## config.mk

```make
export PLATFORM = sky130hd
export DESIGN_NAME = alu_flag_unit
export DESIGN_NICKNAME = d
export VERILOG_FILES = /design/src/rtl/alu_flag_unit.sv
export SDC_FILE = /design/constraint.sdc
export NUM_CORES = 1
export LEC_CHECK = 0
export BUFFER_PORTS_ARGS = -buffer_cell sky130_fd_sc_hd__buf_2
export CAP_MARGIN = 25
export CORE_AREA = 2 2 109 111
export CTS_BUF_LIST = sky130_fd_sc_hd__clkbuf_8
export CTS_CLUSTER_SIZE = 14
export DETAILED_ROUTE_END_ITERATION = 8
export DIE_AREA = 0 0 111 113
export PLACE_DENSITY_LB_ADDON = 0.25
export SETUP_SLACK_MARGIN = 0.4
export SLEW_MARGIN = 5
export SYNTH_ARGS = -nofsm -noshare
export SYNTH_HDL_FRONTEND = slang
export SYNTH_SLANG_ARGS = --single-unit
```

## constraint.sdc

```tcl
create_clock -name clk -period 9.84 [get_ports clk]
set_input_delay 1.968 -clock clk [delete_from_list [all_inputs] [get_ports clk]]
set_output_delay 1.968 -clock clk [all_outputs]
set_load 0.1 [all_outputs]
```

## src/rtl/alu_flag_unit.sv

```systemverilog
module alu_flag_unit #(
  parameter int DW = 64,
  parameter int HW = 32
) (
  input  logic          clk,
  input  logic          rst_n,
  input  logic          op_valid,
  input  logic [DW-1:0] op_a,
  input  logic [DW-1:0] op_b,
  input  logic          inv_a,
  input  logic          imm_valid,
  input  logic [DW-1:0] imm,
  input  logic [DW-1:0] result,
  input  logic          is_add,
  input  logic          carry_en,
  input  logic          ov_en,
  input  logic          rec_en,
  input  logic          divov_valid,
  input  logic          divov_val,
  input  logic [1:0]    done_mask,
  input  logic          so_in,
  output logic          ca,
  output logic          ca32,
  output logic          ov,
  output logic          ov32,
  output logic          so,
  output logic [3:0]    cr_field,
  output logic          ca_we,
  output logic          ca32_we,
  output logic          ov_we,
  output logic          cr_we
);
  logic [DW-1:0] a_eff, b_eff;
  logic          c_full, c_half, o_full, o_half, so_nxt;
  logic          neg, zer, pos;
  logic          w_ca, w_ca32, w_ov, w_cr;

  assign a_eff  = inv_a ? ~op_a : op_a;
  assign b_eff  = imm_valid ? imm : op_b;

  assign c_full = (result < a_eff) || (result < b_eff);
  assign c_half = is_add ? (result[HW] ^ a_eff[HW] ^ b_eff[HW])
                         : ((result[HW-1:0] < a_eff[HW-1:0]) ||
                            (result[HW-1:0] < b_eff[HW-1:0]));

  assign o_full = divov_valid ? divov_val
                : (a_eff[DW-1] == b_eff[DW-1]) && (result[DW-1] != a_eff[DW-1]);
  assign o_half = divov_valid ? divov_val
                : (a_eff[HW-1] == b_eff[HW-1]) && (result[HW-1] != a_eff[HW-1]);
  assign so_nxt = ov_en ? (so_in | o_full) : so_in;

  assign neg    = result[DW-1];
  assign zer    = (result == '0);
  assign pos    = !neg && !zer;

  assign w_ca   = op_valid && carry_en && !done_mask[0];
  assign w_ca32 = op_valid && carry_en && !done_mask[1];
  assign w_ov   = op_valid && ov_en;
  assign w_cr   = op_valid && rec_en;

  always_ff @(posedge clk) begin
    if (!rst_n) begin
      ca <= 1'b0; ca32 <= 1'b0; ov <= 1'b0; ov32 <= 1'b0; so <= 1'b0;
      cr_field <= '0;
      ca_we <= 1'b0; ca32_we <= 1'b0; ov_we <= 1'b0; cr_we <= 1'b0;
    end else begin
      ca_we   <= w_ca;
      ca32_we <= w_ca32;
      ov_we   <= w_ov;
      cr_we   <= w_cr;
      if (w_ca)   ca   <= c_full;
      if (w_ca32) ca32 <= c_half;
      if (w_ov) begin
        ov   <= o_full;
        ov32 <= o_half;
        so   <= so_nxt;
      end
      if (w_cr) cr_field <= {neg, pos, zer, so_nxt};
    end
  end
endmodule

```

Word-level counts from Yosys, hierarchy flattened

Index checks and enable logic that the tools add are counted.

Eq/ne operators: 4
Reductions and logical operators: 15
Multiply operators: 0
Bitwise gates (word level): 4
Shift-type cells: 0
Order comparisons: 4
Div/mod/pow operators: 0
Muxes and demuxes: 6
Add/subtract/negate cells: 0

Operators with widths:

| kind              | count |
|---|---|
| $lt 64x64->1      | 2 |
| $mux 64           | 2 |
| $logic_not 64->1  | 1 |
| $lt 32x32->1      | 2 |
| $not 64->64       | 1 |
| $logic_and 1x1->1 | 8 |
| $logic_not 1->1   | 4 |
| $mux 1            | 4 |
| $eq 1x1->1        | 2 |
| $logic_or 1x1->1  | 2 |
| $ne 1x1->1        | 2 |
| $xor 1x1->1       | 2 |
| $or 1x1->1        | 1 |

Memories: 0
Output and inout bits: 13
Latch bits: 0
Logic and storage cells: 43
Memory bits (read-only): 0
Bits in writable memories: 0
Bits in registers: 13
Input port bits: 270

Logic depth before layout (Yosys ltp)

Word-level depth: 7
Gate-level depth with buffers: 11
Depth with buffers taken out: 9

Least setup slack after synthesis

OpenSTA, ideal clock, no wires.

Path kind: input to register
Start point: in inv_a
End point: reg ca
Data required time: 9709 ps
Library setup time: 131 ps
Slack: 5362 ps
Cell stages on the path: 10
Path buffers: 2
Arrival: 4347 ps
Cell sequence: buf_2 > buf_1 > xnor2_1 > ha_1 > nand4_1 > or4_1 > a2111oi_2 > nor2_1 > o2111ai_1 > nand4_1

Word-level cells in the longest chain between the ends: 3

Ends and longest elaborated chain:

| what                 | line | source |
|---|---|---|
| start, declared      | 10   | `input logic inv_a,` |
| $mux 64              | 38   | `assign a_eff = inv_a ? ~op_a : op_a;` |
| $lt 64x64->1         | 41   | `assign c_full = (result < a_eff) \|\| (result < b_eff);` |
| $logic_or 1x1->1     | 41   |  |
| end signal, assigned | 71   | `if (w_ca) ca <= c_full;` |
| end, declared        | 22   | `output logic ca,` |

No other way between the ends.
A chain may end at the register's enable or synchronous reset.

Worst setup path in the final report

Ends and elaborated chain as after synthesis.

==> impl_metrics.ini <==
[yosys]
seq_area_frac_synth_pct = 5.666
yosys_warnings = 0
syn_inst = 540
yosysTopAreaCell = ha_1
ys_top_cells_by_count = ha_1 (126), xnor2_1 (66), mux2i_1 (64)
synth-main-ff-cell = dfxtp_1
synthArstFlopShare_pct = 0
postSynthAreaPerCell_um2 = 8.506
synth_edf_count = 0
synth_area_leaders = ha_1 (34%), mux2i_1 (14%), xnor2_1 (13%)
synth_area_um2 = 4593
ys_ff_latch = 13
synth_cell_type_count = 47
synth_most_common_cell = ha_1
yosys.area.top_type_share_pct = 34.32
syn_nets = 936

[finish]
fillers = 1073
final-seq-area_um2 = 260.3
multi_input_area_um2 = 4254
drive_gt1_share_pct = 35.71
final_util_pct = 55.07
largest_reg_flops = 4
layout-area-overhead-vs-synth_pct = 35.14
fin_area_um2 = 6207
instances_no_fill = 956
nNetsFinal = 1209
top_register = cr_field

[drt]
firstDrtPassIters = 5
final_antenna_net_count = 0
detailroute.via_count = 5317
wirelength_um = 16450
remaining_drc_errors = 0
drtIter0Drc = 272
vias_per_cell = 5.562
avgRoutedWirePerCell_um = 17.20

[placed_design]
port_buffers = 282
dpl.hpwl_um = 14670
place_congestion = 0.9258
postPlaceCellArea_um2 = 6132
dp_cells = 950

[clock_tree]
ctsHoldBuffers = 0
htreeDepth = 1
postCtsSetupBuffers = 0
cts_tree = yes
clk_pin_slew_ns = 0.06
cts_resized = 0
cts_buffer_depth = 2
cts.sinks = 13
clock_latency_ns = 0.24
cts_made_buffers = 3
root_buffer = clkbuf_8

[setup_path]
critical_path_arrival_ns = 4.67
worstSetupPathType = in -> reg
cp.required_ns = 9.96
ff2ff_path_depth = 2
end_kind = register
r2r-end = ca$_SDFFE_PN0P_
cp-start-kind = primary input
r2r_slack_ns = 9.16
cp_max_fo = 45
rr_startpoint = ca$_SDFFE_PN0P_

[outcome]
status = finished, final reports clean

[power_and_ir_drop]
p_leak_nw = 3.264
ir_worst_vdd_uv = 72.84
p_int_w = 0.0002261
switching_share_pct = 45.67
p_per_area_nw_per_um2 = 67.06
clockPowerShare_pct = 11.5
seqPwrFrac_pct = 13.7
p_comb_share_pct = 74.8
power_w = 0.0004162
power_switching_w = 0.0001901

[global_routing]
antenna_found_initial = 0
grt_pass1_wl_um = 25700
grt_overflow = 0
grt_pass1_vias = 5260
grt_use_total_pct = 24.81
grt_max_degree = 65

[timing]
setup_viol = 0
fmaxAchievable_mhz = 219.5
tightest_slew_ns = 0.7526
hold_viol = 0
clock_skew_ns = 0
layout_min_cycle_time_ns = 4.556
fin_setup_tns_ns = 0
post-route-period-util_pct = 46.30
grt_setup_unrepaired = false
slew_viol_final = 0
slew_headroom_pct = 49.83

[flow_run]
cap_violations = 0

[floorplanning]
core-area_um2 = 11270
ioPinCount = 283
die_area_um2 = 12540
fp.dieW_um = 111
start_util_pct = 40.75
die_y_um = 113
placementRows = 39

[worst_hold_path]
hp-start = cr_field[3]$_SDFFE_PN0P_
holdPathEnd = cr_field[3]$_SDFFE_PN0P_
hold_depth = 2
hold_class = reg -> reg
[logic make-up after synthesis]
kind of cell / Yosys count / share of synthesized area (%)
and+or+nand+nor: 133 / 15.42
adders and majority gates: 126 / 34.32
AOI/OAI and AO/OA: 116 / 15.91
xor gates and xnor gates: 67 / 12.78
muxes: 65 / 14.19
buffers and inverters: 20 / 1.716
DFF: 13 / 5.666
[cell usage in the layout (no fill, tap or decap), types with 2 or more instances in the layout]
cell type  Yosys  layout
buf_2          3     280
ha_1         126     126
xnor2_1       66      66
mux2i_1       64      64
a21oi_1       38      38
nand4_1       28      28
nand2_1       26      26
o21ai_0       26      26
nor4_1        20      20
nor2_1        19      19
a21o_1        16      16
nor3_1        13      13
dfxtp_1       13      13
nand3_1        8       8
a211oi_1       6       6
and3_1         5       5
inv_1          4       5
o211ai_1       4       4
a31oi_1        4       4
and2_1         3       3
nor2b_1        3       3
o21a_1         3       3
a221oi_1       3       3
clkbuf_8       0       3
buf_4          0       3
o21ai_1        2       2
or3_1          2       2
o2111ai_1      2       2
or4_1          2       2
[per-stage QoR]
step / worst slack (ns) / hold slack [ns]
5_1_grt: 4.933 / 0.5065
3_5_place_dp: 4.862 / 0.4613
2_1_floorplan: 5.362 / 0.8855
4_1_cts: 5.104 / 0.4687
3_3_place_gp: 5.095 / 0.4538
6_report: 5.284 / 0.4702
[critical path, stage by stage]
cell and delay [ns]:
buf_4 0.30, buf_4 0.66, xnor2_1 0.19, ha_1 0.18, a21oi_1 0.06, o21ai_0 0.34
nor3_1 0.13, a2111oi_2 0.36, nor2_1 0.12, o2111ai_1 0.23, nand4_1 0.11
[final cells by class]
class / count / share of cell area, %
tap: 143 / 2.882
multi-input combinational: 507 / 68.53
antenna: 1 / 0.04031
inverter: 4 / 0.2419
timing repair buffer: 284 / 23.38
clock inverter: 1 / 0.06047
sequential: 13 / 4.193
clock buffer: 3 / 0.6652
[power groups by stage]
stage | logic (W) | registers [W] | clock network [W]
global route | 0.000348 | 0.0000574 | 0.0000507
CTS | 0.000311 | 0.0000570 | 0.0000478
floorplan | 0.000171 | 0.0000788 | 0
detailed placement | 0.000309 | 0.0000582 | 0
finish | 0.000311 | 0.0000571 | 0.0000478
global placement | 0.000297 | 0.0000581 | 0
[routing by layer]
| metal | wire [µm] | share of wire, % | vias up | global-route usage, % |
|---|---|---|---|---|
| met4 | 211 | 1.3 | 0 | 3.750 |
| met1 | 6994 | 43 | 2444 | 32.31 |
| met5 | 0 | 0 | - | 0 |
| met3 | 1124 | 6.8 | 18 | 2.732 |
| li1 | - | - | 2649 | - |
| met2 | 8115 | 49 | 206 | 45.15 |
[worst max-delay path by stage]
| stage | start | to |
|---|---|---|
| finish | inv_a | ca$_SDFFE_PN0P_ |
| global route | inv_a | ca$_SDFFE_PN0P_ |
| CTS | imm_valid | ca32$_SDFFE_PN0P_ |
| detailed placement | imm_valid | ca32$_SDFFE_PN0P_ |
| global placement | imm_valid | ca32$_SDFFE_PN0P_ |
| floorplan | inv_a | ca$_SDFFE_PN0P_ |
Power figures use the tool's default switching activity.
